## config.mk

```make
export PLATFORM = sky130hd
export DESIGN_NAME = spec_result_window
export DESIGN_NICKNAME = d
export VERILOG_FILES = /design/src/rtl/srw_pkg.sv /design/src/rtl/srw_ring_ptrs.sv /design/src/rtl/srw_slot_store.sv /design/src/rtl/srw_src_lookup.sv /design/src/rtl/spec_result_window.sv
export SDC_FILE = /design/constraint.sdc
export NUM_CORES = 1
export LEC_CHECK = 0
export BUFFER_PORTS_ARGS = -buffer_cell sky130_fd_sc_hd__buf_4
export CORE_MARGIN = 1
export CORE_UTILIZATION = 56
export CTS_CLUSTER_DIAMETER = 120
export DETAILED_ROUTE_END_ITERATION = 10
export PLACE_DENSITY = 0.78
export SYNTH_ARGS = -nofsm -noshare
export SYNTH_HDL_FRONTEND = slang
export SYNTH_SLANG_ARGS = --single-unit
```

## constraint.sdc

```tcl
create_clock -name clk -period 6.9 [get_ports clk]
set_input_delay 1.035 -clock clk [delete_from_list [all_inputs] [get_ports clk]]
set_output_delay 1.035 -clock clk [all_outputs]
set_load 0.05 [all_outputs]
```

## src/rtl/srw_pkg.sv

```systemverilog
`timescale 1ns/1ps
package srw_pkg;
  localparam int DEF_DEPTH  = 8;
  localparam int DEF_REG_W  = 5;
  localparam int DEF_DATA_W = 32;
  localparam int DEF_NSRC   = 2;

  // occupancy update selected from {push, pop}
  typedef enum logic [1:0] {
    OCC_HOLD = 2'b00,
    OCC_POP  = 2'b01,
    OCC_PUSH = 2'b10,
    OCC_BOTH = 2'b11
  } occ_op_e;
endpackage

```

## src/rtl/srw_ring_ptrs.sv

```systemverilog
`timescale 1ns/1ps
module srw_ring_ptrs
  import srw_pkg::*;
#(
  parameter int DEPTH = DEF_DEPTH,
  localparam int TAG_W = $clog2(DEPTH),
  localparam int CNT_W = TAG_W + 1
) (
  input  logic             clk,
  input  logic             rst_n,
  input  logic             push,
  input  logic             pop,
  input  logic             flush,
  input  logic [TAG_W-1:0] flush_tag,
  output logic [TAG_W-1:0] head,
  output logic [TAG_W-1:0] tail,
  output logic [CNT_W-1:0] count,
  output logic             full,
  output logic [DEPTH-1:0] live
);
  // DEPTH is a power of two so that tag arithmetic wraps naturally
  logic [TAG_W-1:0] head_n, tail_n;
  logic [CNT_W-1:0] count_n;
  logic [TAG_W-1:0] flush_age;
  occ_op_e          op;

  assign full      = (count == CNT_W'(DEPTH));
  assign flush_age = flush_tag - head;
  assign op        = occ_op_e'({push, pop});

  for (genvar i = 0; i < DEPTH; i++) begin : g_live
    logic [TAG_W-1:0] age;
    assign age     = TAG_W'(i) - head;
    assign live[i] = ({1'b0, age} < count);
  end

  always_comb begin
    head_n  = pop ? head + TAG_W'(1) : head;
    tail_n  = tail;
    count_n = count;
    if (flush) begin
      tail_n  = flush_tag + TAG_W'(1);
      count_n = {1'b0, flush_age} + CNT_W'(1) - CNT_W'(pop);
    end else begin
      case (op)
        OCC_PUSH: begin tail_n = tail + TAG_W'(1); count_n = count + CNT_W'(1); end
        OCC_POP:  count_n = count - CNT_W'(1);
        OCC_BOTH: tail_n = tail + TAG_W'(1);
        default:  ;
      endcase
    end
  end

  always_ff @(posedge clk) begin
    if (!rst_n) begin
      head  <= '0;
      tail  <= '0;
      count <= '0;
    end else begin
      head  <= head_n;
      tail  <= tail_n;
      count <= count_n;
    end
  end


  count_bound_chk: assert property (@(posedge clk) disable iff (!rst_n)
    count <= CNT_W'(DEPTH));
endmodule

```

## src/rtl/srw_slot_store.sv

```systemverilog
`timescale 1ns/1ps
module srw_slot_store
  import srw_pkg::*;
#(
  parameter int DEPTH  = DEF_DEPTH,
  parameter int REG_W  = DEF_REG_W,
  parameter int DATA_W = DEF_DATA_W,
  localparam int TAG_W = $clog2(DEPTH)
) (
  input  logic                         clk,
  input  logic                         rst_n,
  input  logic                         alloc,
  input  logic [TAG_W-1:0]             alloc_tag,
  input  logic [REG_W-1:0]             alloc_dst,
  input  logic                         wb_valid,
  input  logic [TAG_W-1:0]             wb_tag,
  input  logic [DATA_W-1:0]            wb_data,
  input  logic [DEPTH-1:0]             live,
  output logic [DEPTH-1:0][REG_W-1:0]  dst_q,
  output logic [DEPTH-1:0]             done_q,
  output logic [DEPTH-1:0][DATA_W-1:0] data_q
);
  logic wb_take;
  assign wb_take = wb_valid && live[wb_tag] && !done_q[wb_tag];

  for (genvar i = 0; i < DEPTH; i++) begin : g_slot
    logic sel_alloc, sel_wb;
    assign sel_alloc = alloc && (alloc_tag == TAG_W'(i));
    assign sel_wb    = wb_take && (wb_tag == TAG_W'(i));

    always_ff @(posedge clk) begin
      if (!rst_n) begin
        done_q[i] <= 1'b0;
      end else if (sel_alloc) begin
        done_q[i] <= 1'b0;
      end else if (sel_wb) begin
        done_q[i] <= 1'b1;
      end
    end

    always_ff @(posedge clk) begin
      if (sel_alloc) dst_q[i] <= alloc_dst;
      if (sel_wb)    data_q[i] <= wb_data;
    end
  end


  done_keep_chk: assert property (@(posedge clk) disable iff (!rst_n)
    (wb_valid && done_q[wb_tag] && !(alloc && alloc_tag == wb_tag))
      |=> $stable(data_q[$past(wb_tag)]));
endmodule

```

## src/rtl/srw_src_lookup.sv

```systemverilog
`timescale 1ns/1ps
module srw_src_lookup
  import srw_pkg::*;
#(
  parameter int DEPTH  = DEF_DEPTH,
  parameter int REG_W  = DEF_REG_W,
  parameter int DATA_W = DEF_DATA_W,
  localparam int TAG_W = $clog2(DEPTH)
) (
  input  logic                         clk,
  input  logic                         rst_n,
  input  logic [REG_W-1:0]             src,
  input  logic [TAG_W-1:0]             head,
  input  logic [DEPTH-1:0]             live,
  input  logic [DEPTH-1:0][REG_W-1:0]  dst_q,
  input  logic [DEPTH-1:0]             done_q,
  input  logic [DEPTH-1:0][DATA_W-1:0] data_q,
  input  logic                         wb_valid,
  input  logic [TAG_W-1:0]             wb_tag,
  input  logic [DATA_W-1:0]            wb_data,
  output logic                         hit,
  output logic [TAG_W-1:0]             tag,
  output logic                         rdy,
  output logic [DATA_W-1:0]            val
);
  // walk from oldest to youngest; the last match is the youngest writer
  always_comb begin
    hit = 1'b0;
    tag = '0;
    for (int k = 0; k < DEPTH; k++) begin
      logic [TAG_W-1:0] idx;
      idx = head + TAG_W'(k);
      if (live[idx] && dst_q[idx] == src) begin
        hit = 1'b1;
        tag = idx;
      end
    end
  end

  always_comb begin
    rdy = 1'b0;
    val = data_q[tag];
    if (hit) begin
      if (done_q[tag]) begin
        rdy = 1'b1;
      end else if (wb_valid && wb_tag == tag) begin
        rdy = 1'b1;
        val = wb_data;
      end
    end
  end


  youngest_live_chk: assert property (@(posedge clk) disable iff (!rst_n)
    hit |-> (live[tag] && dst_q[tag] == src));

  bypass_chk: assert property (@(posedge clk) disable iff (!rst_n)
    (hit && wb_valid && wb_tag == tag && !done_q[tag]) |-> (rdy && val == wb_data));
endmodule

```

## src/rtl/spec_result_window.sv

```systemverilog
`timescale 1ns/1ps
module spec_result_window
  import srw_pkg::*;
#(
  parameter int DEPTH  = DEF_DEPTH,
  parameter int REG_W  = DEF_REG_W,
  parameter int DATA_W = DEF_DATA_W,
  parameter int NSRC   = DEF_NSRC,
  localparam int TAG_W = $clog2(DEPTH),
  localparam int CNT_W = TAG_W + 1
) (
  input  logic                     clk,
  input  logic                     rst_n,
  input  logic                     disp_valid,
  output logic                     disp_ready,
  input  logic [REG_W-1:0]         disp_dst,
  output logic [TAG_W-1:0]         disp_tag,
  input  logic [NSRC*REG_W-1:0]    src_reg,
  output logic [NSRC-1:0]          src_hit,
  output logic [NSRC*TAG_W-1:0]    src_tag,
  output logic [NSRC-1:0]          src_rdy,
  output logic [NSRC*DATA_W-1:0]   src_val,
  input  logic                     wb_valid,
  input  logic [TAG_W-1:0]         wb_tag,
  input  logic [DATA_W-1:0]        wb_data,
  output logic                     cm_valid,
  input  logic                     cm_ready,
  output logic [REG_W-1:0]         cm_reg,
  output logic [DATA_W-1:0]        cm_data,
  input  logic                     flush_valid,
  input  logic [TAG_W-1:0]         flush_tag
);
  logic [TAG_W-1:0]             head, tail;
  logic [CNT_W-1:0]             count;
  logic                         full;
  logic [DEPTH-1:0]             live;
  logic [DEPTH-1:0][REG_W-1:0]  dst_q;
  logic [DEPTH-1:0]             done_q;
  logic [DEPTH-1:0][DATA_W-1:0] data_q;
  logic                         disp_fire, cm_fire;

  assign disp_ready = !full && !flush_valid;
  assign disp_fire  = disp_valid && disp_ready;
  assign disp_tag   = tail;

  assign cm_valid = live[head] && done_q[head];
  assign cm_fire  = cm_valid && cm_ready;
  assign cm_reg   = dst_q[head];
  assign cm_data  = data_q[head];

  srw_ring_ptrs #(.DEPTH(DEPTH)) u_ptrs (
    .clk       (clk),
    .rst_n     (rst_n),
    .push      (disp_fire),
    .pop       (cm_fire),
    .flush     (flush_valid),
    .flush_tag (flush_tag),
    .head      (head),
    .tail      (tail),
    .count     (count),
    .full      (full),
    .live      (live)
  );

  srw_slot_store #(.DEPTH(DEPTH), .REG_W(REG_W), .DATA_W(DATA_W)) u_store (
    .clk       (clk),
    .rst_n     (rst_n),
    .alloc     (disp_fire),
    .alloc_tag (tail),
    .alloc_dst (disp_dst),
    .wb_valid  (wb_valid),
    .wb_tag    (wb_tag),
    .wb_data   (wb_data),
    .live      (live),
    .dst_q     (dst_q),
    .done_q    (done_q),
    .data_q    (data_q)
  );

  for (genvar p = 0; p < NSRC; p++) begin : g_src
    srw_src_lookup #(.DEPTH(DEPTH), .REG_W(REG_W), .DATA_W(DATA_W)) u_lookup (
      .clk      (clk),
      .rst_n    (rst_n),
      .src      (src_reg[p*REG_W +: REG_W]),
      .head     (head),
      .live     (live),
      .dst_q    (dst_q),
      .done_q   (done_q),
      .data_q   (data_q),
      .wb_valid (wb_valid),
      .wb_tag   (wb_tag),
      .wb_data  (wb_data),
      .hit      (src_hit[p]),
      .tag      (src_tag[p*TAG_W +: TAG_W]),
      .rdy      (src_rdy[p]),
      .val      (src_val[p*DATA_W +: DATA_W])
    );
  end


  tag_seq_chk: assert property (@(posedge clk) disable iff (!rst_n)
    (disp_valid && disp_ready) |=> disp_tag == TAG_W'($past(disp_tag) + 1'b1));

  full_hold_chk: assert property (@(posedge clk) disable iff (!rst_n)
    (!disp_ready && !flush_valid && !(cm_valid && cm_ready)) |=> !disp_ready);

  empty_commit_chk: assert property (@(posedge clk) disable iff (!rst_n)
    (count == '0) |-> !cm_valid);

  stall_hold_chk: assert property (@(posedge clk) disable iff (!rst_n)
    (cm_valid && !cm_ready) |=> (cm_valid && $stable(cm_reg) && $stable(cm_data)));

  flush_tag_live_chk: assert property (@(posedge clk) disable iff (!rst_n)
    flush_valid |-> live[flush_tag]);
endmodule

```

## Word-level counts from Yosys, hierarchy flattened

Index checks and enable logic that the tools add are counted.

| storage, ports and cells | value |
|---|---|
| bits in registers | 314 |

| cells by class | value |
|---|---|
| $lt $le $gt $ge | 19 |
| reductions and logical operators | 56 |
| multiplexer cells | 96 |
| $add $sub $neg | 22 |
| bitwise operators | 1 |
| eq/ne operators | 36 |

Operators with widths:

| operator | count |
|---|---|
| $bmux W32 S3 | 3 |
| $mux W32 | 9 |
| $bmux W5 S3 | 8 |
| $eq A5 B5 Y1 | 16 |
| $mux W3 | 18 |
| $lt A3 B4 Y1 const B | 11 |
| $logic_and A1 B1 Y1 | 40 |
| $mux W5 | 8 |
| $bmux W1 S3 | 13 |
| $mux W1 | 35 |
| $lt A3 B4 Y1 | 8 |
| $eq A3 B3 Y1 const B | 8 |
| $reduce_or A2 Y1 | 9 |
| $add A3 B3 Y3 const B | 4 |
| $eq A3 B2 Y1 const B | 4 |
| $sub A3 B3 Y3 const A | 4 |
| $add A3 B1 Y3 const B | 3 |
| $pmux W4 S2 | 1 |
| $add A3 B2 Y3 const B | 2 |
| $eq A3 B1 Y1 const B | 2 |
| $eq A3 B3 Y1 | 2 |
| $logic_not A3 Y1 | 2 |
| $sub A1 B3 Y3 const A | 2 |
| $sub A2 B3 Y3 const A | 2 |
| other kinds (13) | 16 |

## Logic depth before layout (Yosys ltp)

| depth | value |
|---|---|
| depth in word-level cells | 18 |
| mapped depth | 28 |
| depth with buffers taken out | 23 |

## Modules after synthesis

From an unflattened synthesis, not the netlist that was laid out.

| second synthesis, totals | value |
|---|---|
| cell total of the unflattened synthesis | 3,505 |
| area total of the unflattened synthesis | 33,581.0 um^2 |

Modules (own cells, without submodules):

| module | area each (um^2) | times used | cells an instance | sequential area each (um^2) |
|---|---|---|---|---|
| srw_src_lookup | 10,385.0 | 2 | 1,396 | 0.0 |
| srw_slot_store | 9,327.7 | 1 | 353 | 9,048.7 |
| spec_result_window | 2,373.5 | 1 | 231 | 0.0 |
| srw_ring_ptrs | 1,109.8 | 1 | 129 | 200.2 |

## Worst setup path before layout

Ideal clock, no wire load.

| path | value |
|---|---|
| path kind | reg2out |
| start point | register u_ptrs.head[1] |
| end point | output src_val[27] |
| stages on the path, launching flop included | 27 |
| arrival time | 6.186 ns |
| path slack | -0.321 ns |
| path buffers | 9 |
| cell sequence | dfxtp_1 > clkinv_1 > clkbuf_1 > buf_1 > ha_1 > buf_4 > buf_6 > buf_4 > buf_4 > clkinv_1 > ha_1 > o21ai_0 > a221oi_2 > inv_1 > mux4_2 > and4_1 > or2_1 > a2111oi_0 > a311o_1 > buf_6 > buf_6 > buf_2 > mux2i_1 > nand2_1 > o211ai_1 > o21ai_0 > mux2_1 |

| between the ends | value |
|---|---|
| word-level cells in the longest chain between the ends | 18 |

RTL lines:

| what | line | source |
|---|---|---|
| start, declared | srw_ring_ptrs.sv:15 | `output logic [TAG_W-1:0] head,` |
| start signal, assigned | srw_ring_ptrs.sv:60 | `head <= head_n;` |
| $sub A1 B3 Y3, or another cell as far along | srw_ring_ptrs.sv:33 | `assign age = TAG_W'(i) - head;` |
| $lt A3 B4 Y1 | srw_ring_ptrs.sv:34 | `assign live[i] = ({1'b0, age} < count);` |
| $bmux W1 S3 | srw_src_lookup.sv:33 | `if (live[idx] && dst_q[idx] == src) begin` |
| $mux W1 (not written as such) | srw_src_lookup.sv:33 |  |
| $logic_and A1 B1 Y1 | srw_src_lookup.sv:33 |  |
| $mux W3 (7 in series) | srw_src_lookup.sv:33 |  |
| $mux W3 (*) | srw_src_lookup.sv:33 |  |
| via src_tag[0] | spec_result_window.sv:20 | `output logic [NSRC*TAG_W-1:0] src_tag,` |
| $bmux W32 S3 / $eq A3 B3 Y1 (equally long branches) | srw_src_lookup.sv:42, srw_src_lookup.sv:46 |  |
| $mux W32 (not written as such) / $logic_and A1 B1 Y1 (equally long branches) | srw_src_lookup.sv:42, srw_src_lookup.sv:46 |  |
| $mux W32 | srw_src_lookup.sv:46 | `end else if (wb_valid && wb_tag == tag) begin` |
| $mux W32 | srw_src_lookup.sv:44 | `if (done_q[tag]) begin` |
| $mux W32 (*) | srw_src_lookup.sv:43 | `if (hit) begin` |
| end, declared | spec_result_window.sv:22 | `output logic [NSRC*DATA_W-1:0] src_val,` |

The timed path passes the listed nets; every way through them passes the cells marked *. The select of a mux whose other input is x is not followed.

## Worst setup path after layout

| path | value |
|---|---|
| start point | register u_ptrs.head[1] |
| end point | output src_val[23] |

| between the ends | value |
|---|---|
| word-level cells in the longest chain between the ends | 18 |

RTL lines:

| what | line |
|---|---|
| $sub A1 B3 Y3, or another cell as far along | srw_ring_ptrs.sv:33 |
| $lt A3 B4 Y1 | srw_ring_ptrs.sv:34 |
| $bmux W1 S3 | srw_src_lookup.sv:33 |
| $mux W1 (not written as such) | srw_src_lookup.sv:33 |
| $logic_and A1 B1 Y1 | srw_src_lookup.sv:33 |
| $mux W3 (8 in series) | srw_src_lookup.sv:33 |
| $bmux W32 S3 / $eq A3 B3 Y1 (equally long branches) | srw_src_lookup.sv:42, srw_src_lookup.sv:46 |
| $mux W32 (not written as such) / $logic_and A1 B1 Y1 (equally long branches) | srw_src_lookup.sv:42, srw_src_lookup.sv:46 |
| $mux W32 | srw_src_lookup.sv:46 |
| $mux W32 | srw_src_lookup.sv:44 |
| $mux W32 (*) | srw_src_lookup.sv:43 |

Mark *: on every way between the ends. The rest lies on a longest branch, timed or not. The select of a mux whose other input is x is not followed.

==> metrics <==
proportion of power drawn by flip-flops and latches 46.1%; delay of the slowest cell on the worst path 0.51 ns; total negative slack 0 ns; source-to-sink clock delay at the later pin of the worst-skew pair 0.59 ns; number of core rows 72; detail-routed via count per cell 6.75; placed standard-cell area 0.0242 sq mm; mean area per synthesized cell 12.2 sq um; number of clock buffers inserted by TritonCTS 31; total count of max-transition violations in the final report 0; Initial Utilization 57.3%; fraction of power consumed by combinational cells 18.9%; pin count of the biggest net entering global routing 94; critical setup path kind reg2out; slew at the pin with the worst max-slew slack 1.39 ns; EDFF count, synth 296; Synth top cells by count edfxtp_1 (296), mux2i_1 (264), nand2_1 (220); PnR Total Power 4640 uW; Worst VDD drop 181 uV; wire length of the first global-routing pass 102,000 um; antenna violation net count after detailed routing 0; DRT iter0 DRCs 1,849; count of buffer and inverter cells on the critical path 6; mean routed wirelength per cell 26.6 um; Port Buf Inserts 174; standby leakage power 0.00955 uW; placeable core area 0.0389 sq mm; Clk network pwr share 35.0%; Reg-to-Reg Start u_ptrs.head[1]; classification of the worst-slack hold path reg2reg; Finished Layout Cells 2,532; Max-Cap Viols 0; overall fraction of global-route tracks in use 32.8%; final critical-path share of the clock period 98.0%; area of the die 0.0406 sq mm; internal portion of total power 3340 uW; net count of the finished layout 2,071; library cells used by synthesis 94; warnings from Yosys 0; source of the worst hold timing path u_ptrs.tail[1]; most common flop cell mapped by yosys edfxtp_1; residual overflow from global routing 0; cell types with the largest area share after synthesis edfxtp_1 (40%), mux2i_1 (12%), mux4_2 (11%); root buf cell clkbuf_16; via count of the first global-routing pass 17,000; post-detailed-route DRC marker count 0; Worst EP required 5.86 ns; Yosys top cell area share 39.9%; antenna violations before repair 3; CTS H-tree depth 1; final-report hold violation count 0; Critical Path Slowest Stage Cell mux4_2; run status completed; first drt pass iteration count 6; element type at the critical path start flop; maximum net fanout on the critical path 8; critical path startpoint u_ptrs.head[1]; Clk pin slew, worst setup/hold paths 0.06 ns; synth-to-layout area growth 14.9%; most used cell along the critical path buf_4; number of endpoints failing setup at the final stage 0; ratio of cells with drive above 1 in the final layout 30.4%; maximum clock frequency 0.148 GHz; most used standard cell by instance count after synthesis edfxtp_1; net count after synthesis 1,913; sum of net half-perimeters after detailed placement 43,500 um; y dimension of the die 202 um; sequential cell area fraction in the yosys report 41.5%; power per standard cell area 181 mW/mm^2; Synth Cell Area 0.0223 sq mm; worst clock skew on the final layout 0.0100 ns; Final Critical Period 6.76 ns; endpoint type of the worst setup path output pin; RSZ-0062 raised after global routing true; critical-path cell list clkinv_2 -> ha_4 -> xor2_4 -> clkinv_4 -> ha_1 -> o21a_1 -> o31ai_1 -> or2_1 -> mux4_2 -> and4_4 -> or2_4 -> a21o_1 -> a311o_2 -> buf_4 -> mux2_1 -> nor2_1 -> a21oi_1 -> o22ai_4 -> buf_4 -> buf_12 -> mux2_2 -> buf_4; largest area contributor in the netlist edfxtp_1; clock sinks 314; cell family with the largest share of critical-path delay compound AO/OA/AOI/OAI gates; placed instance count 2,445; maximum clock insertion buffer count 3; Rel. slew slack 6.66%; sum of routed wire length over all layers 67,500 um; switching share of power 27.9%; via count 17,100; GP Congestion 0.993; top-level port count 175; arrival time worst endpoint 5.73 ns; Chip Width 202 um; Post-CTS Hold Buffers 0; final core area utilization 65.8%; flip-flop and latch count after synthesis 314; Layout Cell Area excl Fill 0.0256 sq mm; CTS tree built; share of async-settable or async-resettable flops after synthesis 0%; net switching power 1300 uW; gate count of the mapped netlist 1,831
-- cell usage in the layout (no fill, tap or decap), types with 20 or more instances in the layout --
cell type / Yosys / layout
mux2i_1: 264 / 263
clkbuf_16: 0 / 32
nor2_1: 52 / 50
a22o_1: 39 / 38
nand2_1: 220 / 219
a221oi_1: 35 / 34
edfxtp_1: 296 / 296
mux2_2: 75 / 104
mux4_2: 108 / 108
o211ai_1: 36 / 36
a21oi_1: 21 / 21
buf_4: 18 / 240
o21ai_0: 82 / 79
nand3_1: 23 / 23
mux2_4: 20 / 20
xor2_1: 52 / 52
xnor2_1: 48 / 48
-- final timing paths --
kind	to	slack [ns]	cells after the start
setup / recovery	src_val[23]	0.14	22
hold / removal	u_ptrs.tail[1]	0.57	2
setup reg to reg	u_ptrs.count[3]	1.87	22
hold reg to reg	u_ptrs.tail[1]	0.57	2
-- through the flow --
| stage | setup slack [ns] | hold WS, ns |
|---|---|---|
| 2_1_floorplan | -0.0361 | 0.502 |
| 3_3_place_gp | 0.506 | 0.546 |
| 3_5_place_dp | 0.470 | 0.558 |
| 4_1_cts | -0.0470 | 0.566 |
| 5_1_grt | -0.0219 | 0.613 |
| 6_report | 0.138 | 0.570 |
-- kinds of logic (layout without fill, tap and decap cells) --
family	Yosys count	count (layout)	synth area share (%)
adder cells (fa/ha/maj)	23	23	1.36
other	0	1	0
multiplexers	508	508	30.0
AO/OA/AOI/OAI	321	321	10.7
XOR/XNOR	103	103	4.30
flip-flops	314	314	41.5
AND/OR/NAND/NOR	398	398	8.24
buffers and inverters	164	346	3.96
-- power by group through the flow --
stage	clock network [uW]	registers, uW	logic [uW]
final	1620	2140	878
after global routing	1700	2140	924
after CTS	1630	2130	852
after detailed placement	0	2180	839
after global placement	0	2170	830
after floorplan	0	2170	578
-- repair_timing --
item | 4_1_cts | 5_1_grt
pin swaps | 3 | 8
resized for setup | 3 | 40
endpoints found under the setup margin | 54 | 64
cloned | 4 | 1
setup buffers | 10 | 14
-- worst reg2reg max path: cells and delay by family (launching register included) --
family                   cells  cell delay, ns
flip-flops                   1            0.36
buffers and inverters        5            0.92
AND/OR/NAND/NOR              5            1.02
multiplexers                 1            0.29
AO/OA/AOI/OAI                7            1.52
adder cells (fa/ha/maj)      2            0.52
XOR/XNOR                     2            0.31
-- layer usage --
metal | vias to the layer above | wire length (um) | global-route usage, %
li1 | 7447 | - | -
met3 | 194 | 6570 | 6.07
met4 | 4 | 2640 | 12.7
met1 | 8441 | 26300 | 44.2
met5 | - | 23 | 0
met2 | 1004 | 31900 | 52.8
-- layout make-up --
class | count | area, sq um
fillers | 2865 | 13300
inverters | 25 | 104
diodes | 1 | 2.50
flip-flops and latches | 314 | 9260
clock inverters | 14 | 105
repair buffers | 264 | 2280
well taps | 518 | 648
multi-input cells | 1353 | 12400
clock buffers | 43 | 861
-- flip-flops by register name (all words and copies together) (netlist names) --
name and cells:
u_ptrs.count 4, u_ptrs.head 3, u_ptrs.tail 3, u_store.data_q 256, u_store.done_q 8, u_store.dst_q 40
No activity file was read; power rests on OpenSTA's default activity.
